===== src/rtl/sram_ctl_pkg.sv =====
`timescale 1ns/100ps
package sram_ctl_pkg;

  typedef enum logic [2:0] {
    ST_IDLE, ST_TURN, ST_SETUP, ST_STROBE, ST_HOLD, ST_RECOV
  } state_e;

  typedef struct packed {
    logic ce_n;
    logic we_n;
    logic oe_n;
    logic dq_oe;
  } pins_t;

  localparam pins_t PINS_OFF = '{ce_n: 1'b1, we_n: 1'b1, oe_n: 1'b1, dq_oe: 1'b0};

  function automatic int ns2cyc(int t_ns, int clk_ns);
    int c;
    c = (t_ns + clk_ns - 1) / clk_ns;
    return (c < 1) ? 1 : c;
  endfunction

  function automatic int imax(int a, int b);
    return (a > b) ? a : b;
  endfunction

  // pin levels for the cycle spent in state s
  function automatic pins_t pins_of(state_e s, logic wr);
    pins_t p;
    p = PINS_OFF;
    case (s)
      ST_SETUP: begin
        p.ce_n  = 1'b0;
        p.dq_oe = wr;
      end
      ST_STROBE: begin
        p.ce_n  = 1'b0;
        p.we_n  = ~wr;
        p.oe_n  = wr;
        p.dq_oe = wr;
      end
      ST_HOLD: begin
        p.ce_n  = 1'b0;
        p.dq_oe = 1'b1;
      end
      default: p = PINS_OFF;
    endcase
    return p;
  endfunction

endpackage


===== src/rtl/sram_ctl_timer.sv =====
`timescale 1ns/100ps
module sram_ctl_timer #(
  parameter int CNT_W = 2
) (
  input  logic             clk_i,
  input  logic             rst_ni,
  input  logic             load_i,
  input  logic [CNT_W-1:0] val_i,
  output logic             zero_o
);

  logic [CNT_W-1:0] cnt_q;

  always_ff @(posedge clk_i or negedge rst_ni) begin
    if (!rst_ni)               cnt_q <= '0;
    else if (load_i)           cnt_q <= val_i;
    else if (cnt_q != '0)      cnt_q <= cnt_q - 1'b1;
  end

  assign zero_o = (cnt_q == '0);

endmodule


===== src/rtl/sram_ctl_fsm.sv =====
`timescale 1ns/100ps
module sram_ctl_fsm
  import sram_ctl_pkg::*;
#(
  parameter int CNT_W  = 2,
  parameter int N_WP   = 2,
  parameter int N_RD   = 1,
  parameter int N_TURN = 1
) (
  input  logic  clk_i,
  input  logic  rst_ni,
  input  logic  req_i,
  input  logic  we_i,
  output logic  ready_o,
  output logic  accept_o,
  output logic  capture_o,
  output pins_t pins_o
);

  state_e           state_q, state_d;
  logic             op_we_q, op_we_d;
  logic             prev_vld_q, prev_we_q;
  logic             tmr_load, tmr_zero;
  logic [CNT_W-1:0] tmr_val;
  pins_t            pins_q;

  assign ready_o  = (state_q == ST_IDLE);
  assign accept_o = ready_o & req_i;
  assign op_we_d  = accept_o ? we_i : op_we_q;

  always_comb begin
    state_d  = state_q;
    tmr_load = 1'b0;
    tmr_val  = '0;
    unique case (state_q)
      ST_IDLE: if (req_i) begin
        if (prev_vld_q && (prev_we_q != we_i)) begin
          state_d  = ST_TURN;
          tmr_load = 1'b1;
          tmr_val  = CNT_W'(N_TURN - 1);
        end else begin
          state_d  = ST_SETUP;
        end
      end
      ST_TURN:  if (tmr_zero) state_d = ST_SETUP;
      ST_SETUP: begin
        state_d  = ST_STROBE;
        tmr_load = 1'b1;
        tmr_val  = op_we_q ? CNT_W'(N_WP - 1) : CNT_W'(N_RD - 1);
      end
      ST_STROBE: if (tmr_zero) state_d = op_we_q ? ST_HOLD : ST_RECOV;
      ST_HOLD:   state_d = ST_IDLE;
      ST_RECOV:  state_d = ST_IDLE;
      default:   state_d = ST_IDLE;
    endcase
  end

  // last read strobe cycle: bus is sampled at its closing edge
  assign capture_o = (state_q == ST_STROBE) && tmr_zero && !op_we_q;

  always_ff @(posedge clk_i or negedge rst_ni) begin
    if (!rst_ni) begin
      state_q    <= ST_IDLE;
      op_we_q    <= 1'b0;
      prev_vld_q <= 1'b0;
      prev_we_q  <= 1'b0;
      pins_q     <= PINS_OFF;
    end else begin
      state_q <= state_d;
      op_we_q <= op_we_d;
      pins_q  <= pins_of(state_d, op_we_d);
      if (accept_o) begin
        prev_vld_q <= 1'b1;
        prev_we_q  <= we_i;
      end
    end
  end

  assign pins_o = pins_q;

  sram_ctl_timer #(.CNT_W(CNT_W)) i_timer (
    .clk_i  (clk_i),
    .rst_ni (rst_ni),
    .load_i (tmr_load),
    .val_i  (tmr_val),
    .zero_o (tmr_zero)
  );

endmodule


===== src/rtl/sram_ctl_dpath.sv =====
`timescale 1ns/100ps
module sram_ctl_dpath #(
  parameter int ADDR_W = 14,
  parameter int DATA_W = 4
) (
  input  logic              clk_i,
  input  logic              rst_ni,
  input  logic              accept_i,
  input  logic              capture_i,
  input  logic [ADDR_W-1:0] addr_i,
  input  logic [DATA_W-1:0] wdata_i,
  input  logic [DATA_W-1:0] dq_i,
  output logic [ADDR_W-1:0] addr_o,
  output logic [DATA_W-1:0] dout_o,
  output logic [DATA_W-1:0] rdata_o,
  output logic              rvalid_o
);

  logic [ADDR_W-1:0] addr_q;
  logic [DATA_W-1:0] wdata_q, rdata_q;
  logic              rvalid_q;

  always_ff @(posedge clk_i or negedge rst_ni) begin
    if (!rst_ni) begin
      addr_q   <= '0;
      wdata_q  <= '0;
      rdata_q  <= '0;
      rvalid_q <= 1'b0;
    end else begin
      rvalid_q <= capture_i;
      if (accept_i) begin
        addr_q  <= addr_i;
        wdata_q <= wdata_i;
      end
      if (capture_i) rdata_q <= dq_i;
    end
  end

  assign addr_o   = addr_q;
  assign dout_o   = wdata_q;
  assign rdata_o  = rdata_q;
  assign rvalid_o = rvalid_q;

endmodule


===== src/rtl/async_sram_ctl.sv =====
`timescale 1ns/100ps
module async_sram_ctl
  import sram_ctl_pkg::*;
#(
  parameter int CLK_PERIOD_NS = 10,
  parameter int ADDR_W        = 14,
  parameter int DATA_W        = 4,
  parameter int T_WP_NS       = 12,
  parameter int T_WC_NS       = 15,
  parameter int T_SD_NS       = 10,
  parameter int T_AA_NS       = 15,
  parameter int T_DOE_NS      = 10,
  parameter int T_HZ_NS       = 8
) (
  input  logic              clk_i,
  input  logic              rst_ni,
  input  logic              req_i,
  input  logic              we_i,
  input  logic [ADDR_W-1:0] addr_i,
  input  logic [DATA_W-1:0] wdata_i,
  output logic              ready_o,
  output logic              rvalid_o,
  output logic [DATA_W-1:0] rdata_o,
  output logic [ADDR_W-1:0] sram_addr_o,
  output logic              sram_ce_no,
  output logic              sram_we_no,
  output logic              sram_oe_no,
  output logic [DATA_W-1:0] sram_dq_o,
  input  logic [DATA_W-1:0] sram_dq_i,
  output logic              sram_dq_oe_o
);

  // strobe covers pulse width and data setup; setup+hold cycles fill the cycle time
  localparam int N_WP = imax(imax(ns2cyc(T_WP_NS, CLK_PERIOD_NS), ns2cyc(T_SD_NS, CLK_PERIOD_NS)),
                             imax(ns2cyc(T_WC_NS, CLK_PERIOD_NS) - 2, 1));
  // address is already valid one cycle before output enable falls
  localparam int N_RD = imax(ns2cyc(T_DOE_NS, CLK_PERIOD_NS),
                             imax(ns2cyc(T_AA_NS, CLK_PERIOD_NS) - 1, 1));
  localparam int N_TURN  = ns2cyc(T_HZ_NS, CLK_PERIOD_NS);
  localparam int CNT_MAX = imax(N_WP, imax(N_RD, N_TURN));
  localparam int CNT_W   = $clog2(CNT_MAX + 1);

  logic  accept, capture;
  pins_t pins;

  sram_ctl_fsm #(
    .CNT_W  (CNT_W),
    .N_WP   (N_WP),
    .N_RD   (N_RD),
    .N_TURN (N_TURN)
  ) i_fsm (
    .clk_i     (clk_i),
    .rst_ni    (rst_ni),
    .req_i     (req_i),
    .we_i      (we_i),
    .ready_o   (ready_o),
    .accept_o  (accept),
    .capture_o (capture),
    .pins_o    (pins)
  );

  sram_ctl_dpath #(
    .ADDR_W (ADDR_W),
    .DATA_W (DATA_W)
  ) i_dpath (
    .clk_i     (clk_i),
    .rst_ni    (rst_ni),
    .accept_i  (accept),
    .capture_i (capture),
    .addr_i    (addr_i),
    .wdata_i   (wdata_i),
    .dq_i      (sram_dq_i),
    .addr_o    (sram_addr_o),
    .dout_o    (sram_dq_o),
    .rdata_o   (rdata_o),
    .rvalid_o  (rvalid_o)
  );

  assign sram_ce_no   = pins.ce_n;
  assign sram_we_no   = pins.we_n;
  assign sram_oe_no   = pins.oe_n;
  assign sram_dq_oe_o = pins.dq_oe;

endmodule


===== config.mk =====
export PLATFORM = sky130hd
export DESIGN_NAME = async_sram_ctl
export DESIGN_NICKNAME = d
export VERILOG_FILES = /design/src/rtl/sram_ctl_pkg.sv /design/src/rtl/sram_ctl_timer.sv /design/src/rtl/sram_ctl_fsm.sv /design/src/rtl/sram_ctl_dpath.sv /design/src/rtl/async_sram_ctl.sv
export SDC_FILE = /design/constraint.sdc
export NUM_CORES = 1
export LEC_CHECK = 0
export BUFFER_PORTS_ARGS = -buffer_cell sky130_fd_sc_hd__clkbuf_2
export CORE_MARGIN = 5
export CORE_UTILIZATION = 48
export CTS_CLUSTER_DIAMETER = 200
export DETAILED_ROUTE_END_ITERATION = 8
export PLACE_DENSITY = 0.81
export SETUP_SLACK_MARGIN = 0.3
export SLEW_MARGIN = 20
export SYNTH_ARGS = -nofsm -noshare
export SYNTH_HDL_FRONTEND = slang
export SYNTH_SLANG_ARGS = --single-unit

===== constraint.sdc =====
create_clock -name clk_i -period 1.99 [get_ports clk_i]
set_input_delay 0.2985 -clock clk_i [delete_from_list [all_inputs] [get_ports clk_i]]
set_output_delay 0.2985 -clock clk_i [all_outputs]
set_load 0.05 [all_outputs]

== Word-level counts from Yosys, hierarchy flattened ==
Cells that the tools add are included.
Widths: inputs -> output; s select.

* Flip-flop bits (word level): 35
* Input port bits: 26
* Output and inout port bits: 28
* Logic and storage cells: 50

* Add/subtract/negate cells: 1
* Equality and inequality tests: 7
* Mux-type cells: 17
* Bitwise operators: 2
* Reductions and logical operators: 10

{| class="wikitable"
|+ Operators by type and width
! cell !! count
|-
| $eq 3x2->1 const B || 4
|-
| $pmux 3 s4 || 1
|-
| $mux 2 || 5
|-
| $mux 3 || 3
|-
| $mux 1 || 6
|-
| $pmux 1 s2 || 2
|-
| $reduce_bool 2->1 || 2
|-
| $eq 3x1->1 const B || 1
|-
| $eq 3x3->1 const B || 1
|-
| $logic_and 1x1->1 || 3
|-
| $logic_not 3->1 || 1
|-
| $reduce_or 3->1 || 1
|-
| $logic_not 2->1 || 1
|-
| $reduce_or 2->1 || 1
|-
| $sub 2x1->2 const B || 1
|-
| $and 1x1->1 || 1
|-
| $logic_not 1->1 || 1
|-
| $ne 1x1->1 || 1
|-
| $not 1->1 || 1
|}

== Logic depth before layout (Yosys ltp) ==
Gate-level depths: netlist of the first run.

* Depth after elaboration: 8
* Mapped depth: 6
* Mapped depth without buffers: 5

== Cells and area by module ==
From an unflattened synthesis of the first run, not the netlist that was laid out.

* Cell total of the unflattened synthesis: 105
* Area, all modules: 1,470.2 um2

{| class="wikitable"
|+ By module, submodules not included
! module !! times used !! cells each !! area an instance (um2) !! seq. area each (um2)
|-
| sram_ctl_dpath || 1 || 47 || 892.1 || 575.6
|-
| sram_ctl_fsm || 1 || 46 || 464.2 || 254.0
|-
| sram_ctl_timer || 1 || 12 || 113.9 || 50.0
|}

== Worst setup path before layout of the first run ==
OpenSTA, ideal clock, no wires.

* Path type: flip-flop to output port
* From: register i_fsm.state_q[1]
* To: output port ready_o
* Arrival time: 1.617 ns
* Data required time: 1.691 ns
* Setup slack: 0.074 ns
* Stages on the path, launching flop included: 3
* Path buffers: 1
* Cell sequence: dfrtp_1 buf_4 nor3_1

* Longest elaborated chain between the ends: 1

{| class="wikitable"
|+ Ends and longest elaborated chain
! element !! line !! source
|-
| start: declaration || sram_ctl_fsm.sv:20 || <nowiki>state_e state_q, state_d;</nowiki>
|-
| start signal: assignment || sram_ctl_fsm.sv:69 || <nowiki>state_q <= state_d;</nowiki>
|-
| $logic_not 3->1 || sram_ctl_fsm.sv:27 || <nowiki>assign ready_o = (state_q == ST_IDLE);</nowiki>
|-
| end: declaration || async_sram_ctl.sv:21 || <nowiki>output logic ready_o,</nowiki>
|}

No other way between the ends.

== Worst setup path after layout of the first run ==
* From: register i_fsm.i_timer.cnt_q[0]
* To: register i_dpath.rdata_q[0] (netlist: i_dpath.rdata_o[0])

* Longest elaborated chain between the ends: 3

{| class="wikitable"
|+ Ends and longest elaborated chain
! element !! line !! source
|-
| start: declaration || sram_ctl_timer.sv:12 || <nowiki>logic [CNT_W-1:0] cnt_q;</nowiki>
|-
| start signal: assignment || sram_ctl_timer.sv:16 || <nowiki>else if (load_i) cnt_q <= val_i;</nowiki>
|-
| start signal: assignment || sram_ctl_timer.sv:17 || <nowiki>else if (cnt_q != '0) cnt_q <= cnt_q - 1'b1;</nowiki>
|-
| $logic_not 2->1 || sram_ctl_timer.sv:20 || <nowiki>assign zero_o = (cnt_q == '0);</nowiki>
|-
| $logic_and 1x1->1 (2 in a row) || sram_ctl_fsm.sv:59 || <nowiki>assign capture_o = (state_q == ST_STROBE) && tmr_zero && !op_we_q;</nowiki>
|-
| end signal: assignment || sram_ctl_dpath.sv:35 || <nowiki>if (capture_i) rdata_q <= dq_i;</nowiki>
|-
| end: declaration || sram_ctl_dpath.sv:20 || <nowiki>logic [DATA_W-1:0] wdata_q, rdata_q;</nowiki>
|}

No other way between the ends.
A chain may end at the register's enable or synchronous reset.

==> reports/metrics.yaml, run 1 <==
outcome: "complete, no violations"
drc: 0
syn_nets: 129
grt_pass1_vias: 1098
grt.overflow.total: 0
cp_num_buf_inv: 1
wl_um: 2810
cts_htree_levels: 2
slowest_stage: "dfrtp_1"
vias: 1008
drv_slew: 0
worstPathRequired_ns: 2.22
rsz0062_at_grt: "false"
relSlewSlack: 0.451
antennaDiodeCount: 0
clockBufferDepth: 2
ys_async_sr_fraction: 1.00
die_y_um: 65.7
grt_max_degree: 36
clock-sinks: 35
ff_latch_area_um2: 882
period_share: 0.809
synthTopCellsByCount: "dfrtp_1, mux2_2, mux2_4, nand3_1"
hold_buffers: 0
cts_tree: "built"
cp-start-kind: "flip-flop"
synth_most_common_cell: "dfrtp_1"
dieArea_um2: 4320
final_nets: 186
setup_viol: 0
synth_area_leaders: "dfrtp_1, mux2_2, dfstp_2"
viasPerCell: 4.97
final_cells: 203
start_util: 0.493
tns_ns: 0
crit_type: "reg -> reg"
numCtsBuffers: 5
synth_largest_area_cell: "dfrtp_1"
syn_inst: 101
min_path_type: "in -> async"
ys_warn_count: 0
dp.cells: 194
drt_iter0_markers: 65
antenna_found_initial: 0
final_layout_size_suffix_gt1_frac: 0.616
ios: 54
ant_nets: 0
fmax_mhz: 621
grt_use_total: 0.151
synth_flop_cell: "dfrtp_1"
seq_area_frac_synth: 0.590
grt_pass1_wl_um: 4910
core_area_um2: 3030
post-place-ws_ns: 0.323
io_buffer_count: 53
maxCapViolations: 0
synth-edff-count: 0
routabilityCongestion: 0.789
synth-seq-cells: 35
path_cells: "inv_1 > ha_2 > and4b_4 > nor2b_4 > mux2_4"
hold_viol: 0
multi_input_area_um2: 559
hold_slack_ns: 0.0406
synth_top_area_share: 0.537
min_period_ns: 1.61
worstMarginPinSlew_ns: 0.824
synthToLayoutAreaGrowth_pct: 23.7
syn-cell-area_um2: 1490
clkTransAtPathRegs_ns: 0.10
ctsRootBufferMaster: "clkbuf_4"
fillers: 249
arrival_ns: 1.85
synth.distinct_cells: 30
skew_ns: 0.00770
crit_path_max_incr_delay_ns: 0.39
die_w_um: 65.7
clk_latency_ns: 0.34
endpoint_kind: "flip-flop"
wire_per_inst_um: 13.8
layout_setup_ws_ns: 0.379
crit_path_max_fanout: 5
dp_hpwl_um: 2100
syn_avg_cell_area_um2: 14.8
rows: 20
dr.pass1.iters: 4
critPathTopFamily: "simple AND/OR/NAND/NOR gates"
==> cells in the final DEF, fill, tap and decap left out, types with 2 or more instances in the layout <==
| cell type | synthesis | final |
|---|---|---|
| a21oi_1 | 2 | 2 |
| a311oi_1 | 2 | 2 |
| a32o_1 | 2 | 2 |
| and2_1 | 2 | 2 |
| clkbuf_1 | 0 | 2 |
| clkbuf_2 | 0 | 52 |
| clkbuf_4 | 0 | 6 |
| dfrtp_1 | 32 | 30 |
| dfrtp_2 | 0 | 2 |
| dfstp_2 | 3 | 3 |
| inv_1 | 2 | 2 |
| mux2_2 | 19 | 19 |
| mux2_4 | 4 | 4 |
| nand2_1 | 2 | 2 |
| nand2b_1 | 2 | 2 |
| nand3_1 | 4 | 4 |
| nor2_1 | 2 | 2 |
| xor2_1 | 2 | 2 |
==> path summary, 6_finish.rpt <==
| check | end | cells after the start | slack, ns | start |
|---|---|---|---|---|
| max in group asynchronous | i_fsm.state_q[0] | 1 | 1.38 | rst_ni |
| hold reg to reg | i_dpath.addr_o[7] | 1 | 0.52 | i_dpath.addr_o[7] |
| hold / removal | i_fsm.prev_vld_q | 1 | 0.04 | rst_ni |
| min in group clk_i | i_dpath.rdata_o[2] | 2 | 0.18 | sram_dq_i[2] |
| setup / recovery | i_dpath.rdata_o[0] | 5 | 0.38 | i_fsm.i_timer.cnt_q[0] |
| setup reg to reg | i_dpath.rdata_o[0] | 5 | 0.38 | i_fsm.i_timer.cnt_q[0] |
==> state kept, by name (all words and copies together) (netlist names) <==
register and cells:
i_fsm.i_timer.cnt_q 2, i_fsm.prev_vld_q 1, i_fsm.state_q 3, i_dpath.dout_o 4, i_dpath.rdata_o 4, i_dpath.rvalid_o 1, i_dpath.addr_o 14, i_fsm.prev_we_q 1
i_fsm.pins_o 4, i_fsm.op_we_q 1
==> layout make-up <==
cell class              count  share of cell area
clock buffers               7              0.0244
clock inverters             1             0.00271
inverters                   3             0.00611
multi-input cells          58               0.303
flip-flops and latches     35               0.478
well taps                  44              0.0299
repair buffers             55               0.155
==> kinds of logic after synthesis <==
family / share of synthesized area
compound gates: 0.0554
xor+xnor: 0.0176
fa+ha+maj: 0.0168
buf+inv: 0.0403
flops: 0.590
mux: 0.190
simple gates: 0.0898
==> stage by stage <==
step                      cell area (um2)   util
after CTS                            1830  0.603
after global routing                 1840  0.609
final                                1840  0.609
after global placement               1780  0.586
after detailed placement             1780  0.586
after floorplan                      1500      -
==> layer usage <==
metal	vias to the layer above	GRT usage	part of all wire
met2	39	0.249	0.51
met4	0	0.0648	0.019
li1	472	-	-
met1	491	0.163	0.39
met5	-	0	0
met3	6	0.0735	0.088
==> timing repair <==
| action | 4_1_cts | 5_1_grt |
|---|---|---|
| resized for setup | 0 | 6 |
| buffers inserted | 0 | 1 |
| setup endpoints to repair | 0 | 26 |
Power of run 1 is left out: the tool's default activity adds up to more than one toggle a clock period on the data nets, which glitch-free logic cannot reach.
==> run 2, diff against run 1 <==
Clock period 1.99 ns to 1.5 ns, I/O delays scaled along.
==> run 2 against run 1 <==
Compared with the run above:
- the run now ends with setup timing left
- maximum frequency is 4.5% higher
- worst setup slack worse by 0.42 ns
- routed wire length is 36% higher
- clock skew is 0.0015 ns lower
- cell count is 12% higher
- utilization is 16 points higher
- clock-buffer cell count stayed put
==> reports/metrics.yaml, run 2 (synthesis gave the netlist of run 1 again) <==
synthToLayoutAreaGrowth_pct: 56.6
timing.rr.end: "i_dpath.rdata_o[3]"
clock-sinks: 35  # unchanged
violations: "setup timing"
core_area_um2: 3030  # unchanged
die_w_um: 65.7  # unchanged
rsz0062_at_grt: "true"
routabilityCongestion: 0.808  # +2.5%
period_share: 1.03  # +0.218
slowest_stage: "dfrtp_1"
gr-usage-met2: 0.310  # +0.0613
wire_per_inst_um: 16.8  # +22%
use_met3: 0.0581  # -0.0154
ios: 54  # unchanged
hold_path_end: "i_dpath.rdata_o[2]"
maxCapViolations: 0  # unchanged
rows: 20  # unchanged
path_cells: "inv_2 > ha_4 > and4b_4 > nor2b_4 > mux2_4"
critPathTopFamily: "simple AND/OR/NAND/NOR gates"
final_cells: 227  # +12%
drc: 0  # unchanged
setup_viol: 6  # +6
vias: 1121  # +11%
skew_ns: 0.00622  # -0.00148 ns
fillers: 189  # -24%
hold_viol: 0  # unchanged
worstPathRequired_ns: 1.72  # -0.50 ns
start_util: 0.493  # unchanged
mostFrequentLayoutCell: "buf_4"
antennaDiodeCount: 0  # unchanged
min_path_cells: 2
dieArea_um2: 4320  # unchanged
hp-start: "sram_dq_i[2]"
met1_usage: 0.223  # +0.0596
die_y_um: 65.7  # unchanged
crit_type: "reg -> reg"
dp_hpwl_um: 2590  # +24%
clk_latency_ns: 0.33  # about the same
final_nets: 210  # +13%
dpl-instance-area_um2: 1930  # +8.5%
min_path_type: "in -> reg"
crit_path_max_fanout: 5  # unchanged
most-common-layout-cells: "buf_4, dfrtp_1, clkbuf_2, mux2_4, clkbuf_4"
endpoint_kind: "flip-flop"
crit_path_max_incr_delay_ns: 0.41  # +0.02 ns
grt_max_degree: 24  # -33%
cp-start-kind: "flip-flop"
cp_num_buf_inv: 1  # unchanged
hold_slack_ns: 0.121  # +0.0804 ns
cts_htree_levels: 2  # unchanged
arrival_ns: 1.76  # -0.09 ns
fmax_mhz: 649  # +4.5%
dr.pass1.iters: 4  # unchanged
grt-busiest-layer: "met2"
antenna_found_initial: 0  # unchanged
worstRegToRegCells: 5  # unchanged
r2r-start: "i_fsm.i_timer.cnt_q[1]"
grt_use_total: 0.181  # +0.0304
grt_pass1_vias: 1171  # +6.6%
clkTransAtPathRegs_ns: 0.10  # about the same
layout_setup_ws_ns: -0.0418  # -0.421 ns
grt_pass1_wl_um: 5790  # +18%
drt_iter0_markers: 14  # -78%
relSlewSlack: 0.614  # +0.163
grt.overflow.total: 0  # unchanged
min_period_ns: 1.54  # -0.0691 ns
design_area_um2: 2340  # +27%
io_buffer_count: 53  # unchanged
largest_register_ffs: 14  # unchanged
ant_nets: 0  # unchanged
dp.cells: 209  # +7.7%
numCtsBuffers: 5  # unchanged
clockBufferDepth: 2  # unchanged
cts_tree: "built"
ctsRootBufferMaster: "clkbuf_4"
final_layout_size_suffix_gt1_frac: 0.732  # +0.116
worstMarginPinSlew_ns: 0.579  # -0.245 ns
outcome: "finished, violations left"
drv_slew: 0  # unchanged
r2r_slack_ns: -0.04  # -0.42 ns
final_util: 0.771  # +0.162
wl_um: 3820  # +36%
viasPerCell: 4.94  # -0.55%
-- run 2: repair_timing --
item,CTS,global route
hold buffers,1,0
gates resized for setup,51,47
cloned,1,0
setup endpoints to repair,57,60
pin swaps,5,5
buffers inserted,4,4
hold endpoints to repair,18,0
-- run 2: per-stage QoR --
stage	TNS, ns	setup slack [ns]
floorplan	-0.0410	-0.00936
global placement	0	0.00763
detailed placement	-0.478	-0.0606
CTS	-0.156	-0.0314
global route	-0.483	-0.104
finish	-0.181	-0.0418
-- run 2: metal layers --
| metal | wire length (um) | vias up |
|---|---|---|
| li1 | - | 518 |
| met1 | 1560 | 574 |
| met2 | 2090 | 27 |
| met3 | 153 | 2 |
| met4 | 19 | 0 |
| met5 | 0 | - |
-- run 2: worst max-delay path by stage --
stage,startpoint,endpoint,slack [ns],cells after the start
floorplan,i_fsm.state_q[2],i_fsm.pins_o[0],-0.009,4
CTS,i_fsm.state_q[2],i_fsm.prev_we_q,-0.03,4
global route,i_fsm.i_timer.cnt_q[0],i_dpath.rdata_o[3],-0.10,5
finish,i_fsm.i_timer.cnt_q[1],i_dpath.rdata_o[3],-0.04,5
detailed placement,i_fsm.i_timer.cnt_q[1],i_dpath.rdata_o[0],-0.06,5
global placement,i_fsm.i_timer.cnt_q[1],i_dpath.rdata_o[1],0.008,5
-- run 2: final cells by class --
| cell class | instances | area, um2 | area share |
|---|---|---|---|
| Inverter | 3 | 11.3 | 0.00482 |
| Sequential cell | 35 | 883 | 0.378 |
| Multi-Input combinational cell | 58 | 717 | 0.307 |
| Tap cell | 44 | 55.1 | 0.0236 |
| Timing Repair Buffer | 79 | 619 | 0.265 |
| Clock inverter | 1 | 5.00 | 0.00214 |
| Clock buffer | 7 | 45.0 | 0.0193 |
-- run 2: worst reg2reg max path: stages, from the launching register on --
cell	delay, ns
dfrtp_1	0.41
inv_2	0.09
ha_4	0.14
and4b_4	0.22
nor2b_4	0.24
mux2_4	0.32
Power of run 2 is left out for the same reason.
